[config.mk]
export PLATFORM = sky130hd
export DESIGN_NAME = int_accept_ctrl
export DESIGN_NICKNAME = d
export VERILOG_FILES = /design/src/rtl/int_accept_pkg.sv /design/src/rtl/int_enable_ff.sv /design/src/rtl/int_mode_reg.sv /design/src/rtl/int_resp_gen.sv /design/src/rtl/int_accept_ctrl.sv
export SDC_FILE = /design/constraint.sdc
export NUM_CORES = 1
export LEC_CHECK = 0
export BUFFER_PORTS_ARGS = -buffer_cell sky130_fd_sc_hd__buf_2
export CAP_MARGIN = 0
export CORE_UTILIZATION = 45
export DETAILED_ROUTE_END_ITERATION = 16
export HOLD_SLACK_MARGIN = 0.15
export PLACE_DENSITY_LB_ADDON = 0.15
export SLEW_MARGIN = 10
export SYNTH_ARGS = -nofsm -noshare
export SYNTH_HDL_FRONTEND = slang
export SYNTH_HIERARCHICAL = 1
export SYNTH_SLANG_ARGS = --single-unit
[constraint.sdc]
create_clock -name clk -period 3.8 [get_ports clk]
set_input_delay 0 -clock clk [delete_from_list [all_inputs] [get_ports clk]]
set_output_delay 0 -clock clk [all_outputs]
set_load 0.05 [all_outputs]
[src/rtl/int_accept_pkg.sv]
// Shared types and helpers for the interrupt acceptance controller.
// Assumes the response mode field of the set-mode instruction is 3 bits wide.
package int_accept_pkg;

    // Response requested from the core
    typedef enum logic [1:0] {
        ACT_EXEC    = 2'b00,
        ACT_RESTART = 2'b01,
        ACT_VECTOR  = 2'b10
    } act_e;

    // Maskable response mode
    typedef enum logic [1:0] {
        MODE_EXEC  = 2'b00,
        MODE_FIXED = 2'b01,
        MODE_VECT  = 2'b10
    } imode_e;

    // Maps the set-mode field to a response mode (low two bits decide)
    function automatic imode_e decode_mode(input logic [2:0] sel);
        imode_e m;
        case (sel[1:0])
            2'b10:   m = MODE_FIXED;
            2'b11:   m = MODE_VECT;
            default: m = MODE_EXEC;
        endcase
        return m;
    endfunction

endpackage

[src/rtl/int_enable_ff.sv]
// Primary and backup interrupt-enable flip-flops.
// Assumes at most one of take_nmi/take_int is high; acceptance overrides
// every decode strobe of the same cycle.
module int_enable_ff (
    input  logic clk,
    input  logic rst_n,
    input  logic take_nmi,
    input  logic take_int,
    input  logic set_en,
    input  logic clr_en,
    input  logic ret_nmi,
    output logic iff1,
    output logic iff2
);

    // Update both flags by priority: reset, acceptance, disable, enable, return
    always_ff @(posedge clk) begin
        if (!rst_n) begin
            iff1 <= 1'b0;
            iff2 <= 1'b0;
        end else if (take_nmi) begin
            iff1 <= 1'b0;
        end else if (take_int) begin
            iff1 <= 1'b0;
            iff2 <= 1'b0;
        end else if (clr_en) begin
            iff1 <= 1'b0;
            iff2 <= 1'b0;
        end else if (set_en) begin
            iff1 <= 1'b1;
            iff2 <= 1'b1;
        end else if (ret_nmi) begin
            iff1 <= iff2;
        end
    end

endmodule

[src/rtl/int_mode_reg.sv]
// Response mode register, loaded from the set-mode instruction field.
// Assumes the field width given by SEL_W covers the decode helper input.
module int_mode_reg
    import int_accept_pkg::*;
#(
    parameter int SEL_W = 3
) (
    input  logic             clk,
    input  logic             rst_n,
    input  logic             load,
    input  logic [SEL_W-1:0] sel,
    output imode_e           mode
);

    // Hold mode; reset selects the execute-byte mode
    always_ff @(posedge clk) begin
        if (!rst_n) begin
            mode <= MODE_EXEC;
        end else if (load) begin
            mode <= decode_mode(sel[2:0]);
        end
    end

endmodule

[src/rtl/int_resp_gen.sv]
// Builds the registered response (accept, action, target, push, cost).
// Assumes take_nmi and take_int are mutually exclusive; all response
// fields are zero in any clock without acceptance.
module int_resp_gen
    import int_accept_pkg::*;
#(
    parameter int DATA_W     = 8,
    parameter int ADDR_W     = 16,
    parameter int CYC_W      = 5,
    parameter int NMI_ADDR   = 16'h0066,
    parameter int FIXED_ADDR = 16'h0038,
    parameter int RST_CYC    = 13,
    parameter int VEC_CYC    = 19
) (
    input  logic              clk,
    input  logic              rst_n,
    input  logic              take_nmi,
    input  logic              take_int,
    input  imode_e            mode,
    input  logic [DATA_W-1:0] dev_byte,
    input  logic [DATA_W-1:0] vec_base,
    output logic              accept,
    output logic [1:0]        action,
    output logic [ADDR_W-1:0] target,
    output logic              push_pc,
    output logic [CYC_W-1:0]  cycles
);

    localparam int PAD_W = ADDR_W - DATA_W;

    act_e              nxt_act;
    logic [ADDR_W-1:0] nxt_tgt;
    logic              nxt_push;
    logic [CYC_W-1:0]  nxt_cyc;

    // Select the response for this cycle's winning request
    always_comb begin
        nxt_act  = ACT_EXEC;
        nxt_tgt  = '0;
        nxt_push = 1'b0;
        nxt_cyc  = '0;
        if (take_nmi) begin
            nxt_act  = ACT_RESTART;
            nxt_tgt  = ADDR_W'(NMI_ADDR);
            nxt_push = 1'b1;
            nxt_cyc  = CYC_W'(RST_CYC);
        end else if (take_int) begin
            case (mode)
                MODE_FIXED: begin
                    nxt_act  = ACT_RESTART;
                    nxt_tgt  = ADDR_W'(FIXED_ADDR);
                    nxt_push = 1'b1;
                    nxt_cyc  = CYC_W'(RST_CYC);
                end
                MODE_VECT: begin
                    nxt_act  = ACT_VECTOR;
                    nxt_tgt  = {vec_base, dev_byte};
                    nxt_push = 1'b1;
                    nxt_cyc  = CYC_W'(VEC_CYC);
                end
                default: begin
                    nxt_act  = ACT_EXEC;
                    nxt_tgt  = {{PAD_W{1'b0}}, dev_byte};
                    nxt_push = 1'b0;
                    nxt_cyc  = '0;
                end
            endcase
        end
    end

    // Register the response so it appears as a one-clock pulse
    always_ff @(posedge clk) begin
        if (!rst_n) begin
            accept  <= 1'b0;
            action  <= 2'b00;
            target  <= '0;
            push_pc <= 1'b0;
            cycles  <= '0;
        end else begin
            accept  <= take_nmi | take_int;
            action  <= nxt_act;
            target  <= nxt_tgt;
            push_pc <= nxt_push;
            cycles  <= nxt_cyc;
        end
    end

endmodule

[src/rtl/int_accept_ctrl.sv]
// Interrupt acceptance and mode controller (top).
// Detects the non-maskable edge, arbitrates it against the maskable
// request, and hands the winner to the response generator. Assumes the
// decode strobes are one-cycle pulses from the core's decoder.
module int_accept_ctrl
    import int_accept_pkg::*;
#(
    parameter int DATA_W     = 8,
    parameter int CYC_W      = 5,
    parameter int SEL_W      = 3,
    parameter int NMI_ADDR   = 16'h0066,
    parameter int FIXED_ADDR = 16'h0038,
    parameter int RST_CYC    = 13,
    parameter int VEC_CYC    = 19
) (
    input  logic                clk,
    input  logic                rst_n,
    input  logic                nmi_req,
    input  logic                int_req,
    input  logic [DATA_W-1:0]   dev_byte,
    input  logic [DATA_W-1:0]   vec_base,
    input  logic                op_ei,
    input  logic                op_di,
    input  logic                op_im,
    input  logic [SEL_W-1:0]    im_sel,
    input  logic                op_retn,
    input  logic                op_ld_air,
    output logic                pv_flag,
    output logic                accept,
    output logic [1:0]          action,
    output logic [2*DATA_W-1:0] target,
    output logic                push_pc,
    output logic [CYC_W-1:0]    cycles
);

    localparam int ADDR_W = 2 * DATA_W;

    logic   nmi_prev;
    logic   take_nmi;
    logic   take_int;
    logic   iff1;
    logic   iff2;
    imode_e mode;

    // Remember last non-maskable level for edge detection
    always_ff @(posedge clk) begin
        if (!rst_n) nmi_prev <= 1'b0;
        else        nmi_prev <= nmi_req;
    end

    // Arbitrate: non-maskable edge first, maskable only when enabled
    always_comb begin
        take_nmi = nmi_req & ~nmi_prev;
        take_int = int_req & iff1 & ~take_nmi;
    end

    // Flag value reported by the load-from-vector/refresh instruction
    always_comb pv_flag = op_ld_air & iff2;

    int_enable_ff u_enable (
        .clk      (clk),
        .rst_n    (rst_n),
        .take_nmi (take_nmi),
        .take_int (take_int),
        .set_en   (op_ei),
        .clr_en   (op_di),
        .ret_nmi  (op_retn),
        .iff1     (iff1),
        .iff2     (iff2)
    );

    int_mode_reg #(.SEL_W(SEL_W)) u_mode (
        .clk   (clk),
        .rst_n (rst_n),
        .load  (op_im),
        .sel   (im_sel),
        .mode  (mode)
    );

    int_resp_gen #(
        .DATA_W     (DATA_W),
        .ADDR_W     (ADDR_W),
        .CYC_W      (CYC_W),
        .NMI_ADDR   (NMI_ADDR),
        .FIXED_ADDR (FIXED_ADDR),
        .RST_CYC    (RST_CYC),
        .VEC_CYC    (VEC_CYC)
    ) u_resp (
        .clk      (clk),
        .rst_n    (rst_n),
        .take_nmi (take_nmi),
        .take_int (take_int),
        .mode     (mode),
        .dev_byte (dev_byte),
        .vec_base (vec_base),
        .accept   (accept),
        .action   (action),
        .target   (target),
        .push_pc  (push_pc),
        .cycles   (cycles)
    );

endmodule

* After elaboration in Yosys (flattened, before gate mapping) *
Cells that the tools add are included.

word-level totals
  flip-flop bits (word level) = 30
  input bits = 28
  output and inout bits = 26
  word-level logic and storage cells = 49

operators by class
  equality and inequality tests = 4
  mux-type cells = 18
  bitwise logic cells = 9
  reductions and logical operators = 6

operator list
  kind                  count
  $pmux W16 S2          1
  $mux W7               2
  $mux W1               10
  $pmux W5 S2           1
  $mux W4               2
  $pmux W2 S2           2
  $eq A2 B2 Y1 const B  3
  $and A1 B1 Y1         4
  $not A1 Y1            4
  $reduce_or A4 Y1      1
  $reduce_bool A3 Y1    1
  $reduce_or A3 Y1      1
  $eq A2 B1 Y1 const B  1
  $reduce_and A2 Y1     1
  $reduce_bool A2 Y1    1
  $reduce_or A2 Y1      1
  $or A1 B1 Y1          1

* Depth between registers and ports, before layout *
Gate-level depths: netlist of the first run.

  depth in word-level cells = 6
  gate-level depth with buffers = 5
  mapped depth without buffers = 4

* By module *
The synthesis of the first run kept the hierarchy.

modules (own cells, without submodules)
  module           times used  cells each  area each (um2)  seq. area each (um2)
  int_resp_gen     1           67          725.7            400.4
  int_enable_ff    1           8           87.6             40.0
  int_mode_reg     1           8           77.6             40.0
  int_accept_ctrl  1           6           57.6             20.0

* Worst setup path before layout of the first run *
No wires, ideal clock.

  kind = register to register
  from = reg u_mode.mode[0]
  to = reg u_resp.target[0]
  library setup time = 116 ps
  data arrival time = 1153 ps
  data required time = 3684 ps
  slack = 2531 ps
  cell stages (with the launch flop) = 5
  path buffers = 0
  period minus slack after synthesis = 1269 ps
  cells stage by stage = dfxtp_1 -> inv_1 -> ha_1 -> or2_1 -> and3_1

between the ends
  longest elaborated chain between the ends = 2
  elaborated cells on any way between the ends = 3
  classes of those cells = eq/ne (2); mux (1)

RTL lines
  what                                          RTL line            text
  start: declaration                            int_mode_reg.sv:12  output imode_e mode
  start signal: assignment                      int_mode_reg.sv:20  mode <= decode_mode(sel[2:0]);
  $eq A2 B2 Y1 or $eq A2 B1 Y1 (tied branches)  int_resp_gen.sv:48  case (mode)
  $pmux W16 S2 (*)                              int_resp_gen.sv:48
  end signal: assignment                        int_resp_gen.sv:82  target <= nxt_tgt;
  end: declaration                              int_resp_gen.sv:24  output logic [ADDR_W-1:0] target,

Every way passes the cells marked *; elsewhere a longest branch is shown, timed or not.
A chain may end at the register's enable or synchronous reset.

* Final worst setup path of the first run *
  from = reg u_mode.mode[0]
  to = reg u_resp.target[6]

between the ends
  longest elaborated chain between the ends = 4
  elaborated cells on any way between the ends = 5
  classes of those cells = eq/ne (2); mux (3)

RTL lines
  what                                          RTL line            text
  $eq A2 B2 Y1 or $eq A2 B1 Y1 (tied branches)  int_resp_gen.sv:48
  $pmux W16 S2 (*)                              int_resp_gen.sv:48
  $mux W7 (*)                                   int_resp_gen.sv:47  end else if (take_int) begin
  $mux W7 (*)                                   int_resp_gen.sv:42  if (take_nmi) begin

Marks and branches as above.

==> impl_metrics.py, run 1 <==
metrics = {
    "pwr": {
        "power.density_nw_per_um2": 299,
        "leakagePower_uw": 0.000803,
        "power.total_uw": 474,
        "vdd_drop_max_uv": 260,
    },
    "worst_setup_path": {
        "end_kind": "register",
        "path_cells": "inv_1, ha_1, o211ai_1, dlygate4sd3_1, a21boi_0, dlygate4sd3_1",
        "reg2reg_depth": 6,
        "cp.arrival_ns": 2.69,
        "slowest_delay_ns": 0.58,
        "path_max_fanout": 9,
        "cp.required_ns": 4.05,
        "startpoint_type": "register",
        "critPathMostFrequentCell": "dlygate4sd3_1",
        "slowest_stage": "dlygate4sd3_1",
        "crit_type": "reg -> reg",
    },
    "cells_and_area": {
        "final_nets": 208,
        "final_cell_area_um2": 1590,
        "nFillCells": 137,
        "multiInputGateArea_um2": 387,
        "area_delta_synth_final_pct": 67.3,
        "drive_above_1_share_pct": 34.3,
        "area.sequential_um2": 500,
        "diodes": 0,
    },
    "synth": {
        "ys_seq_elements": 25,
        "yosysWarnings": 6,
        "syn_area_um2": 948,
        "synth_cell_types": 28,
        "synth-edff-count": 0,
        "async_flop_share_pct": 0,
        "yosys_most_used_dff": "dfxtp_1",
        "syn_nets": 121,
        "syn_inst": 89,
        "synth_area_per_cell_um2": 10.7,
        "ys_seq_area_share_pct": 52.8,
    },
    "timing": {
        "period_needed_ns": 2.44,
        "hold_viol_final": 0,
        "tightestPinTransition_ns": 0.375,
        "fin_skew_ns": 0.00589,
        "rsz0062_at_grt": "no",
        "finalSetupViolations": 0,
        "holdWs_ns": 0.425,
        "finalSetupTns_ns": 0,
        "max_slew_margin_pct": 74.9,
        "fin_crit_sh_pct": 64.2,
        "slew_violations": 0,
        "fmax_ghz": 0.410,
    },
    "min_path": {
        "hp-class": "in -> out",
        "worstHoldPathCells": 3,
    },
    "drt": {
        "drt_iter0_drc": 8,
        "drc": 0,
        "vias_per_cell": 4.52,
        "final_antenna_net_count": 0,
        "wl_per_cell_um": 11.5,
        "wl_mm": 2.32,
        "vias": 913,
        "drtPass1Iterations": 4,
    },
    "cts": {
        "cts_max_level": 1,
        "clock_latency_ns": 0.30,
        "cts_tree": "yes",
        "clockRootBuffer": "clkbuf_4",
        "cts_sinks": 25,
        "cts.clk_slew.worst_paths_ns": 0.12,
        "postCtsSetupRepairBufs": 0,
        "numCtsBuffers": 3,
        "max-clock-path-buffers": 2,
    },
    "floorplanning": {
        "ios": 54,
        "die_w_um": 47.9,
        "core-area_um2": 1960,
        "row_count": 16,
        "die_h_um": 47.9,
        "dieArea_um2": 2300,
        "start_util_pct": 48.3,
    },
    "grt": {
        "gr-usage-met3_pct": 4.91,
        "busiest_layer": "met2",
        "gr-usage-met2_pct": 41.9,
        "grt.met1_usage_pct": 22.0,
        "overflow": 0,
        "grt_max_degree": 17,
        "grt_pass1_vias": 859,
        "antenna_found_initial": 0,
        "track_usage_pct": 22.1,
        "grt_pass1_wl_mm": 3.39,
    },
    "placed_design": {
        "post_dp_cell_area_um2": 1200,
        "gp_congestion": 0.666,
        "io_buffer_count": 52,
        "hpwl_mm": 1.24,
    },
    "outcome": {
        "outcome": "finished, final reports clean",
    },
    "flow_run": {
        "max_cap_viol_count": 0,
    },
}
## path summary, 6_finish.rpt
check                       from                to  slack [ns]
setup reg to reg  u_mode/mode[0]  u_resp/target[6]        1.36
setup / recovery  u_mode/mode[0]  u_resp/target[6]        1.36
hold / removal         op_ld_air           pv_flag        0.43
hold reg to reg         nmi_prev  u_resp/cycles[2]        0.65
## cell usage after synthesis, drive strengths merged (2+ instances only)
library cell / count / area share [%]
and2: 11 / 7.4
nand2: 3 / 1.2
dfxtp: 25 / 53
o21ai: 4 / 2.1
o211ai: 3 / 2.4
nand2b: 2 / 1.3
and3: 2 / 1.3
ha: 4 / 5.3
nor2: 2 / 1.1
buf: 6 / 4.5
a21oi: 3 / 1.6
a21boi: 4 / 3.2
nor2b: 3 / 2.8
nand3b: 3 / 2.4
inv: 5 / 2.0
## through the flow
stage	util, %	instances	setup slack (ns)
finish	80.9	202	1.36
global route	80.9	202	1.26
CTS	80.9	202	1.46
detailed placement	61.2	162	2.42
global placement	61.2	162	2.43
floorplan	-	89	2.53
## layout by cell type (no fill, tap or decap)
cell type / Yosys / routed
a21boi_0: 4 / 4
a21oi_1: 3 / 3
a31oi_1: 1 / 1
and2_1: 10 / 10
and2_2: 1 / 1
and3_1: 2 / 2
and3b_1: 1 / 1
and4b_4: 1 / 1
buf_2: 1 / 52
clkbuf_1: 0 / 1
clkbuf_4: 0 / 3
dfxtp_1: 25 / 25
dlygate4sd3_1: 0 / 36
ha_1: 4 / 4
inv_1: 5 / 5
mux2_1: 1 / 1
nand2_1: 3 / 3
nand2b_1: 2 / 2
nand3b_1: 3 / 3
nand4_1: 1 / 1
nand4b_1: 1 / 1
nor2_1: 1 / 1
nor2_2: 1 / 1
nor2b_1: 2 / 2
nor2b_4: 1 / 1
o2111a_1: 1 / 1
o211ai_1: 3 / 3
o21ai_0: 4 / 4
o221a_2: 1 / 1
or2_1: 1 / 1
## repair_timing
action | in CTS | in global routing
hold buffers | 36 | 0
endpoints found under the hold margin | 24 | 0
resized for setup | 0 | 0
## power breakdown
part | leakage, uW | switching, uW | internal [uW]
combinational | 0.000585 | 47.3 | 44.8
clock | 0.0000150 | 69.0 | 40.9
sequential | 0.000204 | 3.39 | 269
total | 0.000803 | 120 | 355
## registers in the layout, summed over array words and instances (netlist names)
name            flops
u_resp/target      16
u_mode/mode         2
u_resp/cycles       2
nmi_prev            1
u_enable/iff1       1
u_enable/iff2       1
u_resp/accept       1
u_resp/push_pc      1
## critical path: cells and delay by family (launching register included)
family                   cells  cell delay (ns)
AO/OA/AOI/OAI                2             0.32
adder cells (fa/ha/maj)      1             0.43
buffers and inverters        3             1.24
flip-flops                   1             0.40
## final cells by class
class                           instances  share of cell area (%)
Multi-Input combinational cell         53                    24.4
Timing Repair Buffer                   88                    39.1
Clock buffer                            4                    1.66
Sequential cell                        25                    31.5
Tap cell                               27                    2.13
Inverter                                5                    1.18
## kinds of logic after synthesis
logic type | count (synthesis) | synth area share, %
mux | 1 | 1.19
fa+ha+maj | 4 | 5.28
compound gates | 17 | 12.3
flops | 25 | 52.8
simple gates | 31 | 22.0
buf+inv | 11 | 6.46
## routing by layer
metal	wire, um	vias up	share of wire [%]
li1	-	471	-
met1	895	405	39
met2	1290	33	56
met3	94	4	4.1
met4	38	0	1.6
met5	0	-	0
No activity file was read; power rests on OpenSTA's default activity.
==> run 2: changes to the inputs <==
ABC_AREA = 1   (was default)
CORE_UTILIZATION = 42   (was 45)
clock period = 2.55 ns   (was 3.8 ns; I/O delays follow)
==> run 2 against run 1 <==
  * Flip-flop and latch count did not move
  * Critical path depth rose by 2
  * Maximum frequency rose by 2.9%
  * Die area rose by 9.4%
  * Sequential power rose by 50%
  * Clock power rose by 56%
  * Power rose by 56%
  * Largest cell class unchanged
  * Largest power group unchanged
==> impl_metrics.py, run 2 <==
metrics = {
    "pwr": {
        "power.density_nw_per_um2": 457,
        "power_switching_uw": 203,
        "swShare_pct": 27.4,
        "leakagePower_uw": 0.000859,
        "pwr-share-clk_pct": 23.3,
        "p_seq_share_pct": 55.1,
        "p_comb_share_pct": 21.6,
        "power.internal_uw": 537,
        "vdd_drop_max_uv": 296,
    },
    "synth": {
        "yosysTopAreaCell": "dfxtp_1",
        "synth_area_per_cell_um2": 8.03,
        "async_flop_share_pct": 0,
        "syn_nets": 153,
        "yosys_most_used_dff": "dfxtp_1",
        "ys_seq_area_share_pct": 51.5,
        "yosysWarnings": 6,
        "ys_seq_elements": 25,
        "syn_inst": 121,
        "syn_area_um2": 972,
        "synth-edff-count": 0,
        "synth_top_area_share_pct": 51.5,
        "synth_area_leaders": "dfxtp_1 (51%), nand2_1 (9.7%), nor2_1 (8.9%)",
        "synth_cell_types": 14,
        "synth_top_cells_by_count": "dfxtp_1 (25), nand2_1 (25), nor2_1 (23), inv_1 (17), buf_4 (6)",
    },
    "floorplanning": {
        "start_util_pct": 44.4,
        "dieArea_um2": 2510,
        "ios": 54,
        "core-area_um2": 2190,
        "die_h_um": 50.1,
        "die_w_um": 50.1,
        "row_count": 17,
    },
    "drt": {
        "vias": 1012,
        "final_antenna_net_count": 0,
        "wl_per_cell_um": 10.0,
        "drtPass1Iterations": 4,
        "drt_iter0_drc": 17,
        "vias_per_cell": 4.29,
        "wl_mm": 2.36,
        "drc": 0,
    },
    "cells_and_area": {
        "final_common_cell": "buf_2",
        "final_nets": 241,
        "diodes": 0,
        "area_delta_synth_final_pct": 66.4,
        "top_register": "u_resp/target",
        "drive_above_1_share_pct": 29.8,
        "final_cell_mix": "buf_2 (52), dlygate4sd3_1 (38), nand2_1 (25), dfxtp_1 (25), nor2_1 (23)",
        "reg_top3": "u_resp/target x16, u_mode/mode x2, u_resp/cycles x2",
        "largest_reg_flops": 16,
    },
    "placed_design": {
        "place_ws_ns": 1.28,
        "gp_congestion": 0.738,
        "io_buffer_count": 52,
        "hpwl_mm": 1.34,
    },
    "timing": {
        "fin_crit_sh_pct": 93.0,
        "max_slew_margin_pct": 76.5,
        "fmax_ghz": 0.422,
        "slew_violations": 0,
        "setup_ws_ns": 0.179,
        "finalSetupTns_ns": 0,
        "period_needed_ns": 2.37,
        "tightestPinTransition_ns": 0.351,
        "finalSetupViolations": 0,
        "fin_skew_ns": 0.0117,
        "hold_viol_final": 0,
        "rsz0062_at_grt": "no",
    },
    "cts": {
        "max-clock-path-buffers": 2,
        "cts_hold_buf": 38,
        "cts_sinks": 25,
        "clockRootBuffer": "clkbuf_4",
        "numCtsBuffers": 3,
        "clock_latency_ns": 0.31,
        "cts_tree": "yes",
        "cts_max_level": 1,
        "cts.clk_slew.worst_paths_ns": 0.13,
        "postCtsSetupRepairBufs": 0,
        "postCtsResizedCells": 0,
    },
    "grt": {
        "grt_pass1_wl_mm": 3.78,
        "overflow": 0,
        "track_usage_pct": 20.0,
        "grt_pass1_vias": 965,
        "antenna_found_initial": 0,
        "grt_max_degree": 14,
    },
    "flow_run": {
        "max_cap_viol_count": 0,
    },
    "worst_setup_path": {
        "cp.buffers_inverters": 4,
        "path_max_fanout": 7,
        "crit_type": "reg -> reg",
        "cp.required_ns": 2.77,
        "cp.arrival_ns": 2.59,
        "slowest_delay_ns": 0.55,
        "slowest_stage": "dlygate4sd3_1",
        "worst_path_dominant_cell_family": "buffers and inverters",
        "end_kind": "register",
        "path_cells": "inv_1, ha_1, inv_1, nand2_4, nand3_1, dlygate4sd3_1, nand2_1, dlygate4sd3_1",
        "startpoint_type": "register",
    },
    "outcome": {
        "outcome": "finished, final reports clean",
    },
    "min_path": {
        "hp-class": "in -> reg",
    },
}
-- run 2: cell type report --
type / instances / area, um^2
fillers: 173 / 573
flip-flops and latches: 25 / 500
repair buffers: 90 / 641
clock buffers: 4 / 26.3
well taps: 28 / 35.0
multi-input cells: 71 / 348
inverters: 18 / 67.6
-- run 2: path summary, 6_finish.rpt --
| check | startpoint | endpoint | slack [ns] | cells after the start |
|---|---|---|---|---|
| worst min register to register | u_mode/mode[1] | u_resp/cycles[1] | 0.65 | 3 |
| worst max register to register | u_mode/mode[0] | u_resp/target[1] | 0.18 | 8 |
| worst max-delay path | u_mode/mode[0] | u_resp/target[1] | 0.18 | 8 |
| worst min-delay path | int_req | u_resp/accept | 0.25 | 5 |
-- run 2: metal layers --
layer  global-route usage [%]  share of wire [%]  up-vias
li1                         -                  -      535
met1                     22.4                 43      440
met2                     37.1                 52       33
met3                     2.78                3.9        4
met4                     8.10               0.97        0
met5                        0                  0        -
-- run 2: logic make-up after synthesis --
family | Yosys count | synth area share (%)
adders and majority gates | 4 | 5.15
buffers and inverters | 25 | 12.7
DFF | 25 | 51.5
AOI/OAI and AO/OA | 10 | 5.92
and+or+nand+nor | 57 | 24.7
-- run 2: per-stage QoR --
| step | instance area, um^2 | hold slack (ns) | util (%) | total power, uW | instances |
|---|---|---|---|---|---|
| floorplan | 972 | 0.0935 | - | 495 | 121 |
| global placement | 1210 | 0.208 | 55.3 | 528 | 194 |
| detailed placement | 1210 | 0.228 | 55.3 | 530 | 194 |
| CTS | 1620 | 0.247 | 73.8 | 740 | 236 |
| global route | 1620 | 0.317 | 73.8 | 781 | 236 |
| finish | 1620 | 0.254 | 73.8 | 739 | 236 |
-- run 2: tightest hold or removal path, stage by stage --
cell and delay, ns:
buf_2 0.09, nand2_1 0.05, a21oi_1 0.06, o21ai_0 0.28
inv_1 0.05
-- run 2: power groups by stage --
stage | logic, uW | registers, uW | clock network [uW]
after floorplan | 56.3 | 439 | 0
after global placement | 113 | 415 | 0
after detailed placement | 114 | 416 | 0
after CTS | 157 | 408 | 176
after global routing | 174 | 409 | 198
final | 160 | 408 | 172
==> run 3: changes to the inputs <==
CORE_MARGIN = 4   (was default)
==> run 3 against run 2 <==
  * Critical path depth stayed put
  * Clock skew is 0.0087 ns lower
  * Sequential power hardly changed
  * Global-route usage is 2.7 points lower
  * Routed wire length is 4.7% higher
  * Clock-buffer cell count stayed put
  * Maximum frequency hardly changed
  * Clock power hardly changed
  * Sequential share of layout area stayed put
  * Largest cell class unchanged
  * Largest power group unchanged
==> impl_metrics.py, run 3 (same netlist as run 2, synthesis figures left out) <==
metrics = {
    "grt": {
        "track_usage_pct": 17.3,
        "antenna_found_initial": 0,
        "grt_pass1_wl_mm": 4.35,
        "overflow": 0,
        "grt_max_degree": 14,
        "grt_pass1_vias": 1035,
    },
    "cts": {
        "postCtsSetupRepairBufs": 0,
        "cts_sinks": 25,
        "cts_max_level": 1,
        "max-clock-path-buffers": 2,
        "cts.clk_slew.worst_paths_ns": 0.13,
        "clock_latency_ns": 0.31,
        "clockRootBuffer": "clkbuf_4",
        "numCtsBuffers": 3,
        "postCtsResizedCells": 0,
        "cts_tree": "yes",
    },
    "drt": {
        "drt_iter0_drc": 13,
        "drc": 0,
        "wl_per_cell_um": 10.5,
        "vias_per_cell": 4.29,
        "vias": 1013,
        "final_antenna_net_count": 0,
        "drtPass1Iterations": 4,
        "wl_mm": 2.47,
    },
    "cells_and_area": {
        "area_delta_synth_final_pct": 66.4,
        "top_register": "u_resp/target",
        "reg_top3": "u_resp/target x16, u_mode/mode x2, u_resp/cycles x2",
        "largest_reg_flops": 16,
        "final_cell_mix": "buf_2 (52), dlygate4sd3_1 (38), nand2_1 (25), dfxtp_1 (25), nor2_1 (23)",
        "diodes": 0,
        "stdcell_count": 236,
        "drive_above_1_share_pct": 29.8,
        "final_nets": 241,
        "final_common_cell": "buf_2",
    },
    "timing": {
        "fmax_ghz": 0.422,
        "fin_crit_sh_pct": 92.9,
        "tightestPinTransition_ns": 0.373,
        "rsz0062_at_grt": "no",
        "fin_skew_ns": 0.00296,
        "hold_viol_final": 0,
        "finalSetupViolations": 0,
        "finalSetupTns_ns": 0,
        "slew_violations": 0,
        "period_needed_ns": 2.37,
        "max_slew_margin_pct": 75.0,
    },
    "floorplanning": {
        "die_w_um": 56.1,
        "row_count": 17,
        "core-area_um2": 2210,
        "start_util_pct": 43.9,
        "dieArea_um2": 3150,
        "ios": 54,
        "die_h_um": 56.1,
    },
    "placed_design": {
        "io_buffer_count": 52,
        "gp_congestion": 0.739,
        "hpwl_mm": 1.52,
        "place_inst": 194,
    },
    "pwr": {
        "leakagePower_uw": 0.000859,
        "vdd_drop_max_uv": 385,
        "power.density_nw_per_um2": 457,
    },
    "worst_setup_path": {
        "path_max_fanout": 10,
        "cp.required_ns": 2.76,
        "end_kind": "register",
        "slowest_delay_ns": 0.56,
        "slowest_stage": "dlygate4sd3_1",
        "crit_type": "reg -> reg",
        "path_cells": "inv_1, ha_1, inv_1, nand2_4, nand3_1, dlygate4sd3_1, nand2_1, dlygate4sd3_1",
        "worst_path_dominant_cell_family": "buffers and inverters",
        "cp.buffers_inverters": 4,
        "cp.arrival_ns": 2.58,
        "startpoint_type": "register",
    },
    "flow_run": {
        "max_cap_viol_count": 0,
    },
    "outcome": {
        "outcome": "finished, final reports clean",
    },
    "min_path": {
        "hp-class": "in -> reg",
    },
}
[run 3: layout make-up]
type / count / area [um^2]
repair buffers: 90 / 641
clock buffers: 4 / 26.3
inverters: 18 / 67.6
well taps: 28 / 35.0
multi-input cells: 71 / 348
fillers: 182 / 594
flip-flops and latches: 25 / 500
[run 3: timing repair]
| item | in CTS | in global routing |
|---|---|---|
| endpoints found under the hold margin | 24 | 0 |
| hold buffers | 38 | 0 |
| endpoints found under the setup margin | 0 | 0 |
[run 3: worst paths after layout]
path / from / endpoint / slack [ns] / cells past startpoint
setup / recovery: u_mode/mode[0] / u_resp/target[6] / 0.18 / 8
hold / removal: int_req / u_resp/target[14] / 0.26 / 7
setup reg to reg: u_mode/mode[0] / u_resp/target[6] / 0.18 / 8
hold reg to reg: u_mode/mode[1] / u_resp/cycles[1] / 0.66 / 3
[run 3: worst min-delay path, delay by kind of cell]
family | cells | cell delay, ns
simple gates | 4 | 0.32
buf+inv | 2 | 0.16
compound gates | 1 | 0.06
[run 3: per-stage QoR]
step	setup WS [ns]	utilization (%)	hold slack, ns	area [um^2]	total power (uW)
2_1_floorplan	1.39	-	0.0935	972	495
5_1_grt	0.0651	73.1	0.278	1620	780
4_1_cts	0.210	73.1	0.250	1620	743
3_5_place_dp	1.25	54.8	0.218	1210	531
6_report	0.181	73.1	0.264	1620	739
3_3_place_gp	1.27	54.8	0.204	1210	529
[run 3: metal layers]
layer	GRT usage (%)	vias up	wire (um)
met1	18.6	450	968
met4	6.10	0	16
met2	33.2	29	1350
met5	0	-	0
li1	-	532	-
met3	3.02	2	141
[run 3: power breakdown]
part	total [uW]	internal, uW	switching (uW)
combinational	159	73.8	85.6
sequential	407	402	5.71
clock	172	61.0	111
